### src/rtl/herr_pkg.sv
// Package: shared constants, class codes and the source-to-bit mapping
// for the error aggregator. Assumes 32-bit registers and five sources.
package herr_pkg;
    localparam int REG_W      = 32;
    localparam int NUM_CLASS  = 3;
    localparam int NUM_SRC    = 5;
    localparam int OFS_W      = 8;
    localparam int SUM_LSB    = 26;
    localparam int ENABLE_BIT = 31;
    localparam int FLAG_OFS   = 2;
    localparam int FLAG_STEP  = 4;
    localparam logic [OFS_W-1:0] OFS_MASTER   = 8'h00;
    localparam logic [OFS_W-1:0] OFS_CLASS_HI = 8'h7C;

    typedef enum logic [1:0] {
        CLS_CORR     = 2'd0,
        CLS_NONFATAL = 2'd1,
        CLS_FATAL    = 2'd2
    } err_class_e;

    // Bit position of source s inside a class register.
    function automatic int src_pos(input int s);
        case (s)
            0:       return 0;
            1:       return 8;
            2:       return 12;
            3:       return 16;
            4:       return 20;
            default: return 0;
        endcase
    endfunction

    // Mask of the bits that a source can set.
    function automatic logic [REG_W-1:0] src_mask();
        logic [REG_W-1:0] m;
        m = '0;
        for (int s = 0; s < NUM_SRC; s++) m[src_pos(s)] = 1'b1;
        return m;
    endfunction

    // Word offset of class c within a tile region (correctable highest).
    function automatic logic [OFS_W-1:0] class_ofs(input int c);
        return OFS_CLASS_HI - OFS_W'(4 * c);
    endfunction
endpackage

### src/rtl/herr_sticky_reg.sv
// Sticky status register with write-1-to-clear. A set in the same cycle
// as a clear wins. Only cold reset clears it; bits outside MASK stay 0.
module herr_sticky_reg #(
    parameter int          W    = 32,
    parameter logic [W-1:0] MASK = '1
) (
    input  logic         clk,
    input  logic         cold_rst_n,
    input  logic [W-1:0] set_i,
    input  logic [W-1:0] clr_i,
    output logic [W-1:0] q_o
);
    // Capture new events, drop cleared bits, keep everything else.
    always_ff @(posedge clk) begin
        if (!cold_rst_n) q_o <= '0;
        else             q_o <= ((q_o & ~clr_i) | set_i) & MASK;
    end

    p_set_wins_r4: assert property (@(posedge clk) disable iff (!cold_rst_n)
        (|(set_i & MASK)) |=> ((q_o & $past(set_i & MASK)) == $past(set_i & MASK)));

    p_clear_r3: assert property (@(posedge clk) disable iff (!cold_rst_n)
        (|clr_i) |=> ((q_o & $past(clr_i & ~set_i)) == '0));

    p_hold_r8: assert property (@(posedge clk) disable iff (!cold_rst_n)
        1'b1 |=> (($past(q_o) & ~$past(clr_i) & ~q_o) == '0));
endmodule

### src/rtl/herr_tile.sv
// One tile's error state: three sticky class registers, an interrupt
// enable and the class summaries. Assumes err_i holds one-cycle pulses
// with index c*NUM_SRC+s, and that wr_en_i is already qualified for
// this tile.
module herr_tile
    import herr_pkg::*;
(
    input  logic                         clk,
    input  logic                         cold_rst_n,
    input  logic                         warm_rst_n,
    input  logic [NUM_CLASS*NUM_SRC-1:0] err_i,
    input  logic                         wr_en_i,
    input  logic [OFS_W-1:0]             ofs_i,
    input  logic [REG_W-1:0]             wr_data_i,
    output logic [NUM_CLASS*REG_W-1:0]   class_q_o,
    output logic [REG_W-1:0]             master_o,
    output logic                         fatal_evt_o,
    output logic                         irq_o
);
    localparam logic [REG_W-1:0] MASK = src_mask();

    logic [NUM_CLASS-1:0] summary;
    logic                 en_q;

    for (genvar c = 0; c < NUM_CLASS; c++) begin : g_class
        logic [REG_W-1:0] set_vec;
        logic [REG_W-1:0] clr_vec;

        // Spread the class pulses onto their register bit positions.
        always_comb begin
            set_vec = '0;
            for (int s = 0; s < NUM_SRC; s++)
                set_vec[src_pos(s)] = err_i[c*NUM_SRC+s];
        end

        // Write data clears bits only when this class register is addressed.
        assign clr_vec = (wr_en_i && ofs_i == class_ofs(c)) ? wr_data_i : '0;

        herr_sticky_reg #(.W(REG_W), .MASK(MASK)) u_stat (
            .clk        (clk),
            .cold_rst_n (cold_rst_n),
            .set_i      (set_vec),
            .clr_i      (clr_vec),
            .q_o        (class_q_o[c*REG_W +: REG_W])
        );

        assign summary[c] = |class_q_o[c*REG_W +: REG_W];
    end

    // Interrupt enable: cleared by either reset, written via the master register.
    always_ff @(posedge clk) begin
        if (!cold_rst_n || !warm_rst_n)            en_q <= 1'b0;
        else if (wr_en_i && ofs_i == OFS_MASTER)   en_q <= wr_data_i[ENABLE_BIT];
    end

    // Master register view: enable on top, class summaries at SUM_LSB.
    always_comb begin
        master_o                              = '0;
        master_o[ENABLE_BIT]                  = en_q;
        master_o[SUM_LSB +: NUM_CLASS]        = summary;
    end

    assign fatal_evt_o = |err_i[CLS_FATAL*NUM_SRC +: NUM_SRC];
    assign irq_o       = en_q & (summary[CLS_CORR] | summary[CLS_NONFATAL]);

    p_fatal_no_irq_r6: assert property (@(posedge clk) disable iff (!cold_rst_n)
        (class_q_o[CLS_CORR*REG_W +: REG_W] == '0 &&
         class_q_o[CLS_NONFATAL*REG_W +: REG_W] == '0) |-> !irq_o);

    p_warm_clears_en_r8: assert property (@(posedge clk) disable iff (!cold_rst_n)
        !warm_rst_n |=> !irq_o);
endmodule

### src/rtl/herr_read_mux.sv
// Read decode: picks the addressed register from the tile and device
// state. Assumes the upper address nibble selects the tile; unmapped
// addresses and absent tiles return zero.
module herr_read_mux
    import herr_pkg::*;
#(
    parameter int NUM_TILES = 2,
    parameter int ADDR_W    = 12,
    parameter logic [ADDR_W-1:0] DEV_ADDR = 12'hF80
) (
    input  logic [ADDR_W-1:0]                  addr_i,
    input  logic [NUM_TILES*NUM_CLASS*REG_W-1:0] class_q_i,
    input  logic [NUM_TILES*REG_W-1:0]           master_i,
    input  logic [REG_W-1:0]                     dev_q_i,
    output logic [REG_W-1:0]                     data_o
);
    localparam int SEL_W = ADDR_W - OFS_W;

    logic [SEL_W-1:0] sel;
    logic [OFS_W-1:0] ofs;

    assign sel = addr_i[ADDR_W-1:OFS_W];
    assign ofs = addr_i[OFS_W-1:0];

    // Address decode across device register, tile masters and class registers.
    always_comb begin
        data_o = '0;
        if (addr_i == DEV_ADDR) begin
            data_o = dev_q_i;
        end else begin
            for (int t = 0; t < NUM_TILES; t++) begin
                if (sel == SEL_W'(t)) begin
                    if (ofs == OFS_MASTER) data_o = master_i[t*REG_W +: REG_W];
                    for (int c = 0; c < NUM_CLASS; c++)
                        if (ofs == class_ofs(c))
                            data_o = class_q_i[(t*NUM_CLASS+c)*REG_W +: REG_W];
                end
            end
        end
    end
endmodule

### src/rtl/herr_aggregator.sv
// Top: per-tile error banks, the device fatal flag register, the
// register port and the combined interrupt. Assumes NUM_TILES <= 7 so
// every flag at 4*t+2 fits in 32 bits, and that err_i carries pulses.
module herr_aggregator
    import herr_pkg::*;
#(
    parameter int NUM_TILES = 2,
    parameter int ADDR_W    = 12
) (
    input  logic                                 clk,
    input  logic                                 cold_rst_n,
    input  logic                                 warm_rst_n,
    input  logic [NUM_TILES*NUM_CLASS*NUM_SRC-1:0] err_i,
    input  logic                                 wr_en_i,
    input  logic                                 rd_en_i,
    input  logic [ADDR_W-1:0]                    addr_i,
    input  logic [REG_W-1:0]                     wr_data_i,
    output logic [REG_W-1:0]                     rd_data_o,
    output logic                                 irq_o
);
    localparam int TILE_ERR_W = NUM_CLASS * NUM_SRC;
    localparam int SEL_W      = ADDR_W - OFS_W;
    localparam logic [ADDR_W-1:0] DEV_ADDR = ADDR_W'(12'hF80);

    // Flag positions used in the device fatal register.
    function automatic logic [REG_W-1:0] dev_mask();
        logic [REG_W-1:0] m;
        m = '0;
        for (int t = 0; t < NUM_TILES; t++) m[t*FLAG_STEP+FLAG_OFS] = 1'b1;
        return m;
    endfunction

    logic [NUM_TILES*NUM_CLASS*REG_W-1:0] class_q;
    logic [NUM_TILES*REG_W-1:0]           master;
    logic [NUM_TILES-1:0]                 tile_irq;
    logic [NUM_TILES-1:0]                 fatal_evt;
    logic [REG_W-1:0]                     dev_set;
    logic [REG_W-1:0]                     dev_clr;
    logic [REG_W-1:0]                     dev_q;
    logic [REG_W-1:0]                     rd_mux;

    for (genvar t = 0; t < NUM_TILES; t++) begin : g_tile
        logic tile_wr;

        assign tile_wr = wr_en_i && (addr_i[ADDR_W-1:OFS_W] == SEL_W'(t));

        herr_tile u_tile (
            .clk         (clk),
            .cold_rst_n  (cold_rst_n),
            .warm_rst_n  (warm_rst_n),
            .err_i       (err_i[t*TILE_ERR_W +: TILE_ERR_W]),
            .wr_en_i     (tile_wr),
            .ofs_i       (addr_i[OFS_W-1:0]),
            .wr_data_i   (wr_data_i),
            .class_q_o   (class_q[t*NUM_CLASS*REG_W +: NUM_CLASS*REG_W]),
            .master_o    (master[t*REG_W +: REG_W]),
            .fatal_evt_o (fatal_evt[t]),
            .irq_o       (tile_irq[t])
        );
    end

    // Route each tile's fatal event onto its device flag position.
    always_comb begin
        dev_set = '0;
        for (int t = 0; t < NUM_TILES; t++)
            dev_set[t*FLAG_STEP+FLAG_OFS] = fatal_evt[t];
    end

    assign dev_clr = (wr_en_i && addr_i == DEV_ADDR) ? wr_data_i : '0;

    herr_sticky_reg #(.W(REG_W), .MASK(dev_mask())) u_dev (
        .clk        (clk),
        .cold_rst_n (cold_rst_n),
        .set_i      (dev_set),
        .clr_i      (dev_clr),
        .q_o        (dev_q)
    );

    herr_read_mux #(
        .NUM_TILES (NUM_TILES),
        .ADDR_W    (ADDR_W),
        .DEV_ADDR  (DEV_ADDR)
    ) u_rd (
        .addr_i    (addr_i),
        .class_q_i (class_q),
        .master_i  (master),
        .dev_q_i   (dev_q),
        .data_o    (rd_mux)
    );

    // Registered read data: valid one cycle after the strobe, zero otherwise.
    always_ff @(posedge clk) begin
        if (!cold_rst_n || !warm_rst_n) rd_data_o <= '0;
        else if (rd_en_i)               rd_data_o <= rd_mux;
        else                            rd_data_o <= '0;
    end

    assign irq_o = |tile_irq;

    p_rd_idle_r10: assert property (@(posedge clk) disable iff (!cold_rst_n)
        !rd_en_i |=> (rd_data_o == '0));

    p_dev_flag_r7: assert property (@(posedge clk) disable iff (!cold_rst_n)
        fatal_evt[0] |=> dev_q[FLAG_OFS]);
endmodule

### config.mk
export PLATFORM = sky130hd
export DESIGN_NAME = herr_aggregator
export DESIGN_NICKNAME = d
export VERILOG_FILES = /design/src/rtl/herr_pkg.sv /design/src/rtl/herr_sticky_reg.sv /design/src/rtl/herr_tile.sv /design/src/rtl/herr_read_mux.sv /design/src/rtl/herr_aggregator.sv
export SDC_FILE = /design/constraint.sdc
export NUM_CORES = 1
export LEC_CHECK = 0
export BUFFER_PORTS_ARGS = -buffer_cell sky130_fd_sc_hd__buf_2
export CAP_MARGIN = 15
export CORE_MARGIN = 1
export CORE_UTILIZATION = 35
export DETAILED_ROUTE_END_ITERATION = 7
export GPL_TIMING_DRIVEN = 0
export PLACE_DENSITY = 0.66
export SYNTH_ARGS = -nofsm -noshare
export SYNTH_HDL_FRONTEND = slang
export SYNTH_SLANG_ARGS = --single-unit
### constraint.sdc
create_clock -name clk -period 1.33 [get_ports clk]
set_clock_uncertainty 0.15 [all_clocks]
set_input_delay 0.0665 -clock clk [delete_from_list [all_inputs] [get_ports clk]]
set_output_delay 0.0665 -clock clk [all_outputs]
set_load 0.01 [all_outputs]
# Word-level counts from Yosys, hierarchy flattened
# Cells that the tools add are included.
[totals]
rom_bits = 0
wordCells = 85
latchBits = 0
out_inout_bits = 33
input_bits = 79
mem_bits_rw = 0
register_bits = 66
mem_count = 0
[classes]
mul = 0
n_reduce_logical = 26
eq_ne = 5
n_addsub = 0
div_mod_pow = 0
mux = 18
n_bitwise = 26
n_lt_le_gt_ge = 0
shift = 0
[ops]
columns = ["cell", "n"]
rows = [
  ["$mux W32", 11],
  ["$reduce_or A32 Y1", 6],
  ["$and A21 B21 Y21", 6],
  ["$mux W21", 6],
  ["$not A21 Y21", 6],
  ["$or A21 B21 Y21", 6],
  ["$eq A8 B7 Y1 const B", 3],
  ["$eq A12 B12 Y1 const B", 1],
  ["$logic_and A1 B1 Y1", 11],
  ["$reduce_or A5 Y1", 2],
  ["$logic_not A8 Y1", 1],
  ["$and A7 B7 Y7", 1],
  ["$mux W7", 1],
  ["$not A7 Y7", 1],
  ["$or A7 B7 Y7", 1],
  ["$eq A4 B1 Y1 const B", 1],
  ["$logic_not A4 Y1", 1],
  ["$reduce_or A2 Y1", 2],
  ["$and A1 B1 Y1", 2],
  ["$logic_not A1 Y1", 2],
  ["$or A1 B1 Y1", 2],
  ["$logic_or A1 B1 Y1", 1],
  ["$not A1 Y1", 1],
]

# Depth between registers and ports, before layout
[depth]
depth_word = 12
ltp_mapped = 6
ltp_nobuf = 4

# Modules after synthesis
# Synthesis repeated with hierarchy kept, for this count alone.
[unflattened]
cells_unflattened = 1233
area_unflattened_um2 = 9794.4
[by_module_without_submodules]
columns = ["mod", "cells_each", "seq_area_each_um2", "instances", "area_each_um2"]
rows = [
  ["herr_read_mux", 409, 0.0, 1, 2677.6],
  ["herr_tile", 184, 20.0, 2, 1317.5],
  ["herr_sticky_reg at g_tile[0].u_tile.g_class[0].u_stat ...", 43, 100.1, 6, 412.9],
  ["herr_aggregator", 161, 640.6, 1, 1692.9],
  ["herr_sticky_reg at u_dev", 37, 40.0, 1, 311.5],
]

# Worst setup path after synthesis
# No wires, ideal clock.
[synth_path]
path_kind = "register to output"
start = "reg g_tile[1].u_tile.g_class[0].u_stat.q_o[8]"
end = "out irq_o"
slack_ns = -0.138
t_arrival_ns = 1.251
stages_incl_launch_ff = 4
path_buffers = 0
t_required_ns = 1.113
cell_sequence = "dfxtp_1 or4_1 o41ai_1 nand2_1"
[synth_via]
elab_chain_len = 4
[synth_lines]
columns = ["element", "line_no", "source"]
rows = [
  ["start: declaration", "herr_sticky_reg.sv:11", "output logic [W-1:0] q_o"],
  ["start signal: assignment", "herr_sticky_reg.sv:16", "else q_o <= ((q_o & ~clr_i) | set_i) & MASK;"],
  ["$reduce_or A32 Y1", "herr_tile.sv:47", "assign summary[c] = |class_q_o[c*REG_W +: REG_W];"],
  ["$or A1 B1 Y1", "herr_tile.sv:64", "assign irq_o = en_q & (summary[CLS_CORR] | summary[CLS_NONFATAL]);"],
  ["$and A1 B1 Y1", "herr_tile.sv:64", ""],
  ["$reduce_or A2 Y1", "herr_aggregator.sv:98", "assign irq_o = |tile_irq;"],
  ["end: declaration", "herr_aggregator.sv:19", "output logic irq_o"],
]
# Every way passes these cells.

# Worst setup path after layout
[layout_path]
start = "reg g_tile[1].u_tile.g_class[1].u_stat.q_o[0]"
end = "out irq_o"
[layout_via]
elab_chain_len = 4
[layout_lines]
columns = ["element", "line_no"]
rows = [
  ["start: declaration", "herr_sticky_reg.sv:11"],
  ["start signal: assignment", "herr_sticky_reg.sv:16"],
  ["$reduce_or A32 Y1", "herr_tile.sv:47"],
  ["$or A1 B1 Y1", "herr_tile.sv:64"],
  ["$and A1 B1 Y1", "herr_tile.sv:64"],
  ["$reduce_or A2 Y1", "herr_aggregator.sv:98"],
]
# Every way passes these cells.

==> flow_summary.yaml <==
clocking:
  clock_buffers_created_by_tritoncts: 5
  clk_pin_slew_ps: 80
  worst_skew_pair.late_latency_ps: 300
  cts_root_buf: "clkbuf_8"
  clock_tree_from_tritoncts: "yes"
  ctsHtreeMaxLevel: 2
  clkSinkCount: 45
  max-clock-path-buffers: 2
logic_synthesis:
  ys_ff_latch: 45
  synthArstFlopShare: 0
  yosysWarningCount: 0
  synth.yosys.seq_area_share: 0.3907
  yosys.cell_count.top_type: "nor2_1"
  synth_top_area_cells: "dfxtp_1 39%, o21ai_0 8.7%, nor2_1 7.7%"
  synth-edff-count: 0
  synthDominantAreaCellType: "dfxtp_1"
  post-synth-top-area-fraction: 0.3907
  synthesis.instances: 286
  synthesis.area_per_instance_sq_um: 8.063
  yosys_most_used_dff: "dfxtp_1"
  synth.top_cells.by_count: "47 x nor2_1, 45 x dfxtp_1, 40 x o21ai_0"
  syn-cell-area_sq_um: 2306
  yosys.cell_types.count: 37
timing:
  finalCritPeriodShare: 1.428
  finalWorstPathRequiredPeriod_ps: 1899
  worst_slew_margin_rel: 0.6612
  finalWorstSetupSlack_ps: -568.7
  maxClockFrequency_ghz: 0.5267
  finalMaxSlewViolations: 0
  report.final.setup_viol: 8
  whs_ps: -79.40
  unrepaired_setup_endpoints_after_global_routing: "true"
  worstMarginPinSlew_ps: 504.4
  report.final.hold_viol_count: 1
drt:
  drt-vias-per-instance: 5.191
  drtPass1Iterations: 4
  antenna_left: 0
  drt-initial-drc-count: 279
  detail_route.drc_violations: 0
  wl_per_cell_um: 14.66
  postRouteWirelength_um: 7225
  vias: 2559
global_route:
  grt_start_max_net_pins: 14
  gr-usage-met2: 0.3413
  grt-ovfl-total: 0
  global_route.peak_usage_layer: "met2"
  grtUsageTotal: 0.2088
  grt_antenna_before_repair: 0
  global_route.usage.met3: 0.05169
  met1_track_usage_gr: 0.2642
  wire_length_of_the_first_global_routing_pass_um: 11500
  number_of_global_route_vias_before_repair: 2318
status:
  run_status: "finished, violations left"
  failing_checks: "negative hold slack, negative setup slack"
floorplanning:
  fp.coreArea_sq_um: 6350
  die_h_um: 83.17
  initial_utilization: 0.3632
  rows: 29
  ioPinCount: 112
  die_width_um: 83.17
  dieArea_sq_um: 6917
layout:
  antennaDiodeCount: 0
  finish.utilization: 0.5407
  n_fill_cell: 602
  post_route_cells_drive_above_1_share: 0.3438
  num-nets-final: 495
  area_growth_syn_to_layout_pct: 48.89
critical_path:
  cp-endpoint: "irq_o"
  setup.worst_path.end_class: "output port"
  r2r_start: "g_tile[0].u_tile.g_class[2].u_stat.q_o[20]$_SDFF_PN0_"
  crit_required_ps: 1110
  timing.reg2reg.setup_slack_ps: -20
  slowest_stage_delay_cp_ps: 540
  critical-path-slowest-cell: "or4_4"
  critical_path_at_ps: 1680
  critical_path.max_fanout: 2
  timing.critical_path.from: "g_tile[1].u_tile.g_class[1].u_stat.q_o[0]$_SDFF_PN0_"
  timing.reg2reg.worst_path_depth: 3
  crit_path_start_kind: "register"
  category_of_the_critical_setup_timing_path: "register to output port"
  rr_endpoint: "rd_data_o[28]$_SDFF_PP0_"
  path_cells: "or4_4 > o41ai_2 > nand2_1 > buf_2"
placement:
  place_ws_ps: -524.2
  rd_place_congestion: 0.8519
  io_buffers: 65
  place.detailed.hpwl_um: 5282
power_and_ir_drop:
  maximum_ir_drop_on_the_vdd_rail_mv: 0.5015
  power-per-cell-area_nw_per_um2: 894.9
  total_leakage_power_nw: 1.528
job:
  cap_viol_max_count: 0
min_path:
  hold_path.class: "input port to register"
  hold-path-cell-count: 3
==> state kept, by name, indices dropped and copies added, names as in the netlist <==
name                              count
rd_data_o                            11
g_tile.u_tile.g_class.u_stat.q_o     30
u_dev.q_o                             2
g_tile.u_tile.en_q                    2
==> critical path: cells and delay by family, from the launching register on <==
kind	cells	cell delay, ps
AOI/OAI and AO/OA	1	280
and+or+nand+nor	2	630
DFF	1	330
buffers and inverters	1	140
==> per-stage QoR <==
step                      TNS, ps  area (sq um)  total power [mW]  hold slack, ps  instances
after floorplan            -515.5          2425             1.777           54.87        306
after global placement     -12770          2846             1.959           175.6        448
after detailed placement   -13810          2846             1.970           188.3        448
after CTS                   -1539          3385             3.049          -13.96        493
after global routing        -1712          3433             3.189          -65.78        493
final                       -1184          3433             3.073          -79.40        493
==> timing repair <==
item | CTS | global route
gates resized for setup | 16 | 16
hold buffers | 33 | 1
setup endpoints to repair | 12 | 17
pin swaps | 5 | 2
hold endpoints to repair | 35 | 3
buffers inserted | 5 | 0
==> power breakdown <==
group	total (mW)	switching [mW]	internal (mW)
Combinational	0.591	0.301	0.291
Sequential	1.48	0.0580	1.42
Clock	1.00	0.458	0.546
Total	3.07	0.817	2.26
==> area by class of cell <==
class	instances	area [sq um]	share of cell area
inverters	2	7.507	0.002187
well taps	77	96.34	0.02806
flip-flops and latches	45	910.9	0.2653
repair buffers	103	693.2	0.2019
clock buffers	5	68.82	0.02004
multi-input cells	227	1400	0.4078
clock inverters	2	35.03	0.01020
plain buffers	32	221.5	0.06450
==> worst min-delay path by stage <==
stage                              from                                               endpoint
after global placement    wr_data_i[31]                     g_tile[0].u_tile.en_q$_SDFFE_PP0P_
after detailed placement  wr_data_i[31]                     g_tile[1].u_tile.en_q$_SDFFE_PP0P_
final                           rd_en_i                               rd_data_o[12]$_SDFF_PP0_
after global routing            rd_en_i                               rd_data_o[12]$_SDFF_PP0_
after floorplan              cold_rst_n  g_tile[0].u_tile.g_class[1].u_stat.q_o[16]$_SDFF_PN0_
after CTS                       rd_en_i                               rd_data_o[12]$_SDFF_PP0_
==> logic make-up (layout without fill, tap and decap cells) <==
logic type             count (synthesis)  after routing  share of synthesized area
other                                  1             21                   0.001626
and+or+nand+nor                      108            108                     0.2415
muxes                                 16             16                    0.08247
DFF                                   45             45                     0.3907
buffers and inverters                 34            144                    0.09224
AOI/OAI and AO/OA                     82             82                     0.1915
==> per-layer routing <==
| metal | routed length [um] | up-vias |
|---|---|---|
| met5 | 0 | - |
| met4 | 182 | 0 |
| met3 | 567 | 17 |
| met2 | 3420 | 123 |
| met1 | 3055 | 1178 |
| li1 | - | 1241 |
==> cell usage in the layout, fill, tap and decap left out, types with 2 or more instances in the layout <==
cell type	instances
conb_1	21
clkbuf_1	4
nor3_2	5
a311oi_2	2
clkbuf_4	3
a211oi_1	2
clkbuf_8	5
and3_1	2
dlygate4sd3_1	33
nand2_1	16
a31oi_1	2
o21ai_0	40
or4_1	2
inv_1	2
nand3_1	3
mux2i_1	10
dfxtp_2	8
or3_1	2
dfxtp_1	37
mux4_2	2
mux2_2	4
and2_1	2
buf_4	26
nor4_4	4
nor3_1	6
o41ai_1	2
a21oi_1	31
nor2_1	45
or4_4	3
buf_2	67
nand2b_1	2
nand4_1	3
No activity file was read; power rests on OpenSTA's default activity.
